$ cat src/rtl/cfgb_pkg.sv
package cfgb_pkg;

  localparam int BUS_W = 32;
  localparam int LANES = BUS_W / 8;

  localparam logic [3:0]       CMD_CFG_RD = 4'b1010;
  localparam logic [3:0]       CMD_CFG_WR = 4'b1011;
  localparam logic [BUS_W-1:0] FILL_ONES  = '1;

  typedef enum logic [1:0] {SQ_IDLE, SQ_ADDR, SQ_DATA} seq_state_t;
  typedef enum logic [1:0] {FE_IDLE, FE_BUS, FE_RESP} fe_state_t;

  typedef struct packed {
    logic       en;
    logic [4:0] slot;
    logic [2:0] func;
    logic [5:0] regno;
  } cfg_ptr_t;

  function automatic logic [BUS_W-1:0] ptr_readback(cfg_ptr_t p);
    return {p.en, 15'b0, p.slot, p.func, p.regno, 2'b00};
  endfunction

endpackage

$ cat src/rtl/cfgb_ptr_reg.sv
module cfgb_ptr_reg
  import cfgb_pkg::*;
(
  input  logic             clk,
  input  logic             rst_n,
  input  logic             wr_en,
  input  logic [BUS_W-1:0] wdata,
  output cfg_ptr_t         ptr
);
  logic unused_wbits;
  assign unused_wbits = ^{wdata[30:16], wdata[1:0]};

  always_ff @(posedge clk) begin
    if (!rst_n) begin
      ptr <= '0;
    end else if (wr_en) begin
      ptr.en    <= wdata[31];
      ptr.slot  <= wdata[15:11];
      ptr.func  <= wdata[10:8];
      ptr.regno <= wdata[7:2];
    end
  end
endmodule

$ cat src/rtl/cfgb_phase_build.sv
module cfgb_phase_build
  import cfgb_pkg::*;
#(
  parameter int NUM_SLOTS = 8
) (
  input  cfg_ptr_t             ptr,
  input  logic                 is_write,
  output logic [BUS_W-1:0]     addr_word,
  output logic [3:0]           cmd,
  output logic [NUM_SLOTS-1:0] idsel_vec
);
  assign addr_word = {{(BUS_W-11){1'b0}}, ptr.func, ptr.regno, 2'b00};
  assign cmd       = is_write ? CMD_CFG_WR : CMD_CFG_RD;

  for (genvar i = 0; i < NUM_SLOTS; i++) begin : g_sel
    assign idsel_vec[i] = (ptr.slot == 5'(i));
  end
endmodule

$ cat src/rtl/cfgb_cycle_seq.sv
module cfgb_cycle_seq
  import cfgb_pkg::*;
#(
  parameter int NUM_SLOTS = 8,
  parameter int TIMEOUT   = 5
) (
  input  logic                 clk,
  input  logic                 rst_n,
  input  logic                 start,
  input  logic                 is_write,
  input  logic [BUS_W-1:0]     wdata,
  input  logic [LANES-1:0]     be,
  input  logic [BUS_W-1:0]     addr_word,
  input  logic [3:0]           cmd,
  input  logic [NUM_SLOTS-1:0] idsel_vec,
  input  logic                 devsel_n,
  input  logic                 trdy_n,
  input  logic [BUS_W-1:0]     ad_in,
  output logic                 done,
  output logic [BUS_W-1:0]     rdata,
  output logic                 frame_n,
  output logic                 irdy_n,
  output logic [BUS_W-1:0]     ad_out,
  output logic                 ad_oe,
  output logic [3:0]           cbe_n,
  output logic [NUM_SLOTS-1:0] idsel
);
  localparam int CNT_W = $clog2(TIMEOUT + 1);
  localparam logic [CNT_W-1:0] LAST_EDGE = CNT_W'(TIMEOUT - 1);

  seq_state_t             st;
  logic [CNT_W-1:0]       edge_cnt;
  logic                   dev_seen;
  logic                   wr_q;
  logic [BUS_W-1:0]       wdata_q;
  logic [BUS_W-1:0]       addr_q;
  logic [LANES-1:0]       be_q;
  logic [3:0]             cmd_q;
  logic [NUM_SLOTS-1:0]   idsel_q;

  always_ff @(posedge clk) begin
    if (!rst_n) begin
      st       <= SQ_IDLE;
      edge_cnt <= '0;
      dev_seen <= 1'b0;
      wr_q     <= 1'b0;
      wdata_q  <= '0;
      addr_q   <= '0;
      be_q     <= '0;
      cmd_q    <= '0;
      idsel_q  <= '0;
      done     <= 1'b0;
      rdata    <= '0;
    end else begin
      done <= 1'b0;
      case (st)
        SQ_IDLE: begin
          if (start) begin
            wr_q    <= is_write;
            wdata_q <= wdata;
            addr_q  <= addr_word;
            be_q    <= be;
            cmd_q   <= cmd;
            idsel_q <= idsel_vec;
            st      <= SQ_ADDR;
          end
        end
        SQ_ADDR: begin
          edge_cnt <= '0;
          dev_seen <= 1'b0;
          st       <= SQ_DATA;
        end
        SQ_DATA: begin
          if (!trdy_n) begin
            done  <= 1'b1;
            rdata <= wr_q ? '0 : ad_in;
            st    <= SQ_IDLE;
          end else if (!devsel_n) begin
            dev_seen <= 1'b1;
          end else if (!dev_seen && edge_cnt == LAST_EDGE) begin
            done  <= 1'b1;
            rdata <= wr_q ? '0 : FILL_ONES;
            st    <= SQ_IDLE;
          end else if (!dev_seen) begin
            edge_cnt <= edge_cnt + CNT_W'(1);
          end
        end
        default: st <= SQ_IDLE;
      endcase
    end
  end

  always_comb begin
    frame_n = 1'b1;
    irdy_n  = 1'b1;
    ad_out  = '0;
    ad_oe   = 1'b0;
    cbe_n   = 4'hF;
    idsel   = '0;
    case (st)
      SQ_ADDR: begin
        frame_n = 1'b0;
        ad_out  = addr_q;
        ad_oe   = 1'b1;
        cbe_n   = cmd_q;
        idsel   = idsel_q;
      end
      SQ_DATA: begin
        irdy_n = 1'b0;
        cbe_n  = ~be_q;
        if (wr_q) begin
          ad_out = wdata_q;
          ad_oe  = 1'b1;
        end
      end
      default: ;
    endcase
  end
endmodule

$ cat src/rtl/hostcfg_bridge.sv
module hostcfg_bridge
  import cfgb_pkg::*;
#(
  parameter int             PORT_W    = 16,
  parameter logic [15:0]    PTR_PORT  = 16'h0CF8,
  parameter logic [15:0]    WIN_PORT  = 16'h0CFC,
  parameter int             NUM_SLOTS = 8,
  parameter int             TIMEOUT   = 5
) (
  input  logic                 clk,
  input  logic                 rst_n,
  input  logic                 req_valid,
  output logic                 req_ready,
  input  logic                 req_write,
  input  logic [PORT_W-1:0]    req_port,
  input  logic [31:0]          req_wdata,
  input  logic [3:0]           req_be,
  output logic                 rsp_valid,
  input  logic                 rsp_ready,
  output logic [31:0]          rsp_rdata,
  output logic                 frame_n,
  output logic                 irdy_n,
  output logic [31:0]          ad_out,
  output logic                 ad_oe,
  input  logic [31:0]          ad_in,
  output logic [3:0]           cbe_n,
  output logic [NUM_SLOTS-1:0] idsel,
  input  logic                 devsel_n,
  input  logic                 trdy_n
);
  fe_state_t            fe;
  cfg_ptr_t             ptr;
  logic                 accept, hit_ptr, hit_win, launch, ptr_wr;
  logic [BUS_W-1:0]     local_rsp, rsp_q, addr_word, seq_rdata;
  logic [3:0]           cmd;
  logic [NUM_SLOTS-1:0] idsel_vec;
  logic                 seq_done;

  assign req_ready = (fe == FE_IDLE);
  assign accept    = req_valid && req_ready;
  assign hit_ptr   = (req_port == PORT_W'(PTR_PORT));
  assign hit_win   = (req_port == PORT_W'(WIN_PORT));
  assign ptr_wr    = accept && hit_ptr && req_write;
  assign launch    = accept && hit_win && ptr.en;

  always_comb begin
    if (req_write)    local_rsp = '0;
    else if (hit_ptr) local_rsp = ptr_readback(ptr);
    else              local_rsp = FILL_ONES;
  end

  cfgb_ptr_reg i_ptr (
    .clk(clk), .rst_n(rst_n), .wr_en(ptr_wr), .wdata(req_wdata), .ptr(ptr)
  );

  cfgb_phase_build #(.NUM_SLOTS(NUM_SLOTS)) i_build (
    .ptr(ptr), .is_write(req_write), .addr_word(addr_word), .cmd(cmd),
    .idsel_vec(idsel_vec)
  );

  cfgb_cycle_seq #(.NUM_SLOTS(NUM_SLOTS), .TIMEOUT(TIMEOUT)) i_seq (
    .clk(clk), .rst_n(rst_n), .start(launch), .is_write(req_write),
    .wdata(req_wdata), .be(req_be), .addr_word(addr_word), .cmd(cmd),
    .idsel_vec(idsel_vec), .devsel_n(devsel_n), .trdy_n(trdy_n),
    .ad_in(ad_in), .done(seq_done), .rdata(seq_rdata), .frame_n(frame_n),
    .irdy_n(irdy_n), .ad_out(ad_out), .ad_oe(ad_oe), .cbe_n(cbe_n),
    .idsel(idsel)
  );

  always_ff @(posedge clk) begin
    if (!rst_n) begin
      fe    <= FE_IDLE;
      rsp_q <= '0;
    end else begin
      case (fe)
        FE_IDLE: if (accept) begin
          if (launch) begin
            fe <= FE_BUS;
          end else begin
            rsp_q <= local_rsp;
            fe    <= FE_RESP;
          end
        end
        FE_BUS: if (seq_done) begin
          rsp_q <= seq_rdata;
          fe    <= FE_RESP;
        end
        FE_RESP: if (rsp_ready) fe <= FE_IDLE;
        default: fe <= FE_IDLE;
      endcase
    end
  end

  assign rsp_valid = (fe == FE_RESP);
  assign rsp_rdata = rsp_q;
endmodule

$ cat config.mk
export PLATFORM = sky130hd
export DESIGN_NAME = hostcfg_bridge
export DESIGN_NICKNAME = d
export VERILOG_FILES = /design/src/rtl/cfgb_pkg.sv /design/src/rtl/cfgb_ptr_reg.sv /design/src/rtl/cfgb_phase_build.sv /design/src/rtl/cfgb_cycle_seq.sv /design/src/rtl/hostcfg_bridge.sv
export SDC_FILE = /design/constraint.sdc
export NUM_CORES = 1
export LEC_CHECK = 0
export ABC_AREA = 1
export BUFFER_PORTS_ARGS = -buffer_cell sky130_fd_sc_hd__buf_2
export CAP_MARGIN = 20
export CORE_AREA = 10 10 134 136
export DETAILED_ROUTE_END_ITERATION = 7
export DIE_AREA = 0 0 144 146
export PLACE_DENSITY = 0.89
export SLEW_MARGIN = 20
export SYNTH_ARGS = -nofsm -noshare
export SYNTH_HDL_FRONTEND = slang
export SYNTH_HIERARCHICAL = 1
export SYNTH_SLANG_ARGS = --single-unit
$ cat constraint.sdc
create_clock -name clk -period 3.1 [get_ports clk]
set_input_delay 0.62 -clock clk [delete_from_list [all_inputs] [get_ports clk]]
set_output_delay 0.62 -clock clk [all_outputs]
set_load 0.005 [all_outputs]
==> results of run 1 <==
[sequential cells by signal, indices dropped and copies added (netlist names)]
signal	cells
i_seq/edge_cnt	3
i_seq/be_q	4
i_ptr/ptr	15
i_seq/st	2
i_seq/wr_q	1
rsp_rdata	32
i_seq/rdata	32
i_seq/done	1
i_seq/cmd_q	4
i_seq/addr_q	32
fe	2
i_seq/wdata_q	32
i_seq/idsel_q	8
i_seq/dev_seen	1
[critical path: stages, from the launching register on]
cell and delay (ns):
dfxtp_1 0.39, inv_1 0.11, ha_1 0.31, inv_2 0.45, buf_4 0.25, a21oi_1 0.04, buf_2 0.13
[routing by layer]
layer,vias up,global-route usage (%)
met2,326,33.2
met3,64,5.45
li1,4155,-
met1,3640,23.6
met5,-,0
met4,2,11.2
[through the flow]
step           area [sq um]  setup slack (ns)  power (uW)  util (%)
3_5_place_dp           8970             0.817        2730      57.9
4_1_cts                9610             0.367        4990      62.1
2_1_floorplan          8410              1.24        2600         -
3_3_place_gp           8970             0.878        2720      57.9
5_1_grt                9620             0.251        5150      62.1
6_report               9620             0.356        4980      62.1
[power breakdown]
group	switching (uW)	leakage [uW]	internal, uW
Combinational	274	0.00280	169
Clock	887	0.000302	1400
Sequential	26.7	0.00137	2220
Total	1190	0.00448	3790
[worst max-delay path by stage]
stage / to / slack (ns)
after detailed placement: i_seq/be_q[1] / 0.82
after CTS: ad_out[28] / 0.37
final: ad_out[0] / 0.36
after floorplan: ad_out[0] / 1.24
after global placement: ad_out[23] / 0.88
after global routing: ad_out[26] / 0.25
[kinds of logic after synthesis]
| group | count (synthesis) | share of synthesized area (%) |
|---|---|---|
| and+or+nand+nor | 746 | 35.4 |
| buffers and inverters | 227 | 13.4 |
| DFF | 169 | 40.7 |
| AOI/OAI and AO/OA | 153 | 9.20 |
| adders and majority gates | 7 | 1.05 |
| other | 2 | 0.0903 |
| xor gates and xnor gates | 1 | 0.105 |
[layout make-up]
type,instances,area share (%)
multi-input combinational,933,40.8
clock inverter,13,1.98
tap,192,2.50
antenna,3,0.0780
timing repair buffer,187,10.6
inverter,108,4.21
clock buffer,19,4.71
sequential,169,35.2
[synth_stat cells]
master,n
inv_2,4
clkbuf_2,1
inv_1,104
nor3_1,1
buf_2,31
o21ai_1,1
nand3_2,2
xnor2_1,1
buf_4,38
nand4_1,1
nor2_4,1
nor2_1,359
nand2_1,297
buf_6,11
ha_1,7
and2_1,1
dfxtp_1,169
o21ai_0,108
a21oi_1,44
clkbuf_1,28
nand3_1,70
conb_1,2
nor2_2,14
buf_1,10
[layout by cell type, fill, tap and decap left out, types with 2 or more instances in the layout]
master	count
a21oi_1	44
buf_12	3
buf_2	170
buf_4	14
bufinv_16	4
clkbuf_16	17
clkbuf_8	2
clkinv_4	2
clkinvlp_4	4
conb_1	26
dfxtp_1	168
diode_2	3
ha_1	5
ha_2	2
inv_1	104
inv_2	4
inv_6	2
nand2_1	295
nand2_2	2
nand3_1	70
nand3_2	2
nor2_1	359
nor2_2	14
o21ai_0	108
==> metrics.txt, run 1 <==
syn avg cell area 6.37 sq um; setup TNS 0 ns; Critical path origin i_seq/st[0]; drt initial violations 763; hold crit path type input pin to flop; CP Launch Type flop; DR vias/cell 5.04; cts bufs inserted 17; worst-path fanout max 32; sequential area share after synthesis 40.7%; register area 3380 sq um; hold_buf cts 0; # rows 46; Hold Slack 0.434 ns; MaxCap Viol Count 0; Total Wirelength 22300 um; Tcrit/Tclk final 88.5%; R2R Setup Slk 0.84 ns; footprint of the multi-input gates 3920 sq um; met3 WL post-DR 1830 um; Avg WL per Cell 13.7 um; r2r worst-path depth 8; largest net degree at the start of global routing 83; Pleak 0.00448 uW; DRC Markers 0; P&R area growth vs syn 15.6%; CP endpoint kind output port; Layout Nets 1514; met1 wire length 8870 um; FF+latch count, synth 169; TritonRoute pass-1 iters 5; worst flop-to-flop path endpoint i_seq/rdata[3]; Netlist cell types 24; antenna viol nets, final 0; vias in the first global route 7472; setup violators final 0; mapped cell area 8320 sq um; hold path startpoint req_wdata[19]; die height 146 um; Yosys top cell by area dfxtp_1; Setup Buffers After CTS 0; r2r startpoint i_seq/st[0]; post-CTS resize count 0; status finished, final reports clean; Layout fillers 1382; Finished Layout Cells 1624; port bufs 171; H-tree Lvls 4; Root Driver clkbuf_16; fmax 364 MHz; clk_skew 0.00819 ns; maximum VDD drop 0.280 mV; antenna violations before repair 4; crit path DAT 2.12 ns; cells after synthesis 1305; Worst Path Required 2.48 ns; top-area cell type share of the netlist area 40.7%; DP Cell Count 1589; hold path depth 3; hold path endpoint i_seq/wdata_q[19]; top sig layer met5; synth warn 6; Max-slew headroom 38.8%; first-pass GRT wire length 35100 um; chip width 144 um; core area 15500 sq um; dpl hpwl 14900 um; actual slew at the worst max-slew pin 0.918 ns; Clock Latency Late Sink 0.43 ns; Max clock buf depth 2; CTS tree done; synth top area cells dfxtp_1, nor2_1, nand2_1; Crit Path Class flop to output port; Cell Pwr Density 517 nW/um^2; Final min period 2.74 ns; Detail Route met2 WL 10800 um; I/O Pins 172; clk slew on worst S/H paths 0.06 ns; share of layout cells above drive strength 1 17.2%; Hold Fails Final Rpt 0; routability cong. 0.843; initial core utilization 53.7%; Slew Viols, Final 0; CTS Sinks 169; RSZ-0062 raised after global routing no; vias post-DR 8187; Die ar. 21000 sq um; grt ovf 0; Total GRT Usage 20.4%
No activity file was read; power rests on OpenSTA's default activity.
==> inputs of run 2 (changes only) <==
Settings changed: CORE_AREA 10 10 134 136 to 10 10 140 142, DIE_AREA 0 0 144 146 to 0 0 150 152, PLACE_DENSITY 0.89 to 0.85.
Clock period 3.1 ns to 2.5 ns, I/O delays scaled along.
==> metrics.txt, run 2 (synthesized netlist as in run 1, its figures left out) <==
WP depth 6 (unchanged); sequential share of power 47.9% (+2.7 points); CP max-delay cell dfxtp_1; r2r startpoint i_seq/st[0]; hold path depth 3 (unchanged); R2R Setup Slk 0.41 ns (-0.43 ns); Final min period 2.47 ns; NetSw 1440 uW (+21%); Max-slew headroom 47.5% (+8.7 points); die height 152 um (+4.1%); hold path endpoint i_seq/wdata_q[19]; clk slew on worst S/H paths 0.06 ns (about the same); vias in the first global route 7571 (+1.3%); Root Driver clkbuf_16; first-pass GRT wire length 35900 um (+2.4%); core area 16900 sq um (+9.4%); Crit Path Class flop to output port; Cell Pwr Density 602 nW/um^2 (+16%); cts bufs inserted 17 (unchanged); # rows 48 (+4.3%); Hold Slack 0.312 ns (-0.122 ns); CTS Sinks 169 (unchanged); DP Worst Slack 0.341 ns (-0.476 ns); Total GRT Usage 19.1% (-1.3 points); vias post-DR 8174 (-0.16%); antenna viol nets, final 0 (unchanged); most frequent cells in the layout nor2_1, nand2_1, buf_2; Tcrit/Tclk final 98.8%; CP Launch Type flop; Clk pwr share 42.5% (-3.4 points); DR vias/cell 4.91 (-2.6%); grt met1 use 22.6% (-1.0 points); fmax 405 MHz; register area 3390 sq um (about the same); CP cell instances inv_1, ha_4, buf_4, nand2_1, a21oi_1, buf_2; CP delay by family, top buffers and inverters; Worst Path Required 2.00 ns (-0.48 ns); worst flop-to-flop path endpoint i_seq/st[0]; footprint of the multi-input gates 3950 sq um (+0.57%); global routing's busiest layer met2; combinational share of power 9.5% (+0.6 points); clk_skew 0.00811 ns (-0.0000831 ns); CTS tree done; port bufs 171 (unchanged); TritonRoute pass-1 iters 5 (unchanged); hold crit path type input pin to flop; share of layout cells above drive strength 1 17.9% (+0.66 points); CP endpoint kind output port; GR Layer Usage met2 32.6% (-0.58 points); Hold Fails Final Rpt 0 (unchanged); Layout Nets 1523 (+0.59%); Crit path largest cell delay 0.33 ns (-0.12 ns); switching share of power 24.8% (+0.90 points); I/O Pins 172 (unchanged); chip width 150 um (+4.2%); met3 Resource Use GR 4.01% (-1.4 points); Tot Pwr 5820 uW (+17%); DRC Markers 0 (unchanged); r2r worst-path depth 10 (+2); crit path DAT 1.97 ns (-0.15 ns); drt initial violations 595 (-22%); Slew Viols, Final 0 (unchanged); MaxCap Viol Count 0 (unchanged); Max clock buf depth 2 (unchanged); status finished, final reports clean; P&R area growth vs syn 16.3%; worst-path fanout max 18 (-44%); hold_buf cts 0 (unchanged); RSZ-0062 raised after global routing yes; Avg WL per Cell 13.7 um (-0.39%); initial core utilization 49.1% (-4.6 points); routability cong. 0.848 (+0.56%); Total Wirelength 22800 um (+2.1%); dpl hpwl 15500 um (+3.8%); antenna violations before repair 1 (-3); Cell Int Power 4380 uW (+16%); largest net degree at the start of global routing 83 (unchanged); Worst Setup Slack, final 0.0295 ns (-0.327 ns); Pleak 0.00450 uW (+0.54%); Clock Latency Late Sink 0.43 ns (about the same); Layout fillers 1629 (+18%); most common cell after layout, fill and taps aside nor2_1; actual slew at the worst max-slew pin 0.788 ns (-0.131 ns); setup violators final 0 (unchanged); Buf/Inv on CP 3 (-1); grt ovf 0 (unchanged); Die ar. 22800 sq um (+8.4%); H-tree Lvls 4 (unchanged); maximum VDD drop 0.462 mV (+65%); hold path startpoint req_wdata[19]
-- run 2: worst max-delay path by stage --
stage / slack (ns) / endpoint / start
after floorplan: 0.76 / ad_out[0] / i_seq/st[0]
after global placement: 0.42 / ad_out[26] / i_seq/st[0]
after global routing: -0.03 / ad_out[13] / i_seq/st[0]
final: 0.03 / ad_out[13] / i_seq/st[1]
after detailed placement: 0.34 / ad_out[1] / i_seq/st[0]
after CTS: -0.009 / ad_out[13] / i_seq/st[1]
-- run 2: power by group through the flow --
| stage | Combinational [uW] | Sequential [uW] | Clock, uW |
|---|---|---|---|
| 5_1_grt | 631 | 2800 | 2630 |
| 2_1_floorplan | 365 | 2860 | 0 |
| 3_3_place_gp | 540 | 2850 | 0 |
| 3_5_place_dp | 547 | 2850 | 0 |
| 4_1_cts | 553 | 2790 | 2510 |
| 6_report | 556 | 2790 | 2470 |
-- run 2: final cells by class --
type | instances | share of cell area (%)
clock inverters | 9 | 0.647
inverters | 108 | 4.28
repair buffers | 195 | 11.1
well taps | 225 | 2.91
clock buffers | 23 | 5.15
diodes | 1 | 0.0259
flip-flops and latches | 169 | 35.0
multi-input cells | 933 | 40.8
repair inverters | 1 | 0.0517
-- run 2: per-layer routing --
layer	up-vias	wire length, um
met5	-	0
met4	0	674
met3	47	1440
met2	286	11200
met1	3677	9460
li1	4164	-
-- run 2: timing repair --
item	CTS	global route
cloned	0	1
setup endpoints to repair	10	22
endpoints found under the hold margin	0	0
buffers inserted	0	2
resized for setup	1	9
-- run 2: worst min-delay path, stage by stage --
cell and delay [ns]:
buf_2 0.07, o21ai_0 0.07, nor2_1 0.07
-- run 2: through the flow --
step / std cells / instance area, sq um / setup TNS [ns] / util (%)
floorplan: 1329 / 8410 / 0 / -
global placement: 1628 / 9060 / 0 / 53.5
detailed placement: 1628 / 9060 / 0 / 53.5
CTS: 1660 / 9620 / -0.00921 / 56.8
global route: 1664 / 9670 / -0.0902 / 57.1
finish: 1664 / 9670 / 0 / 57.1
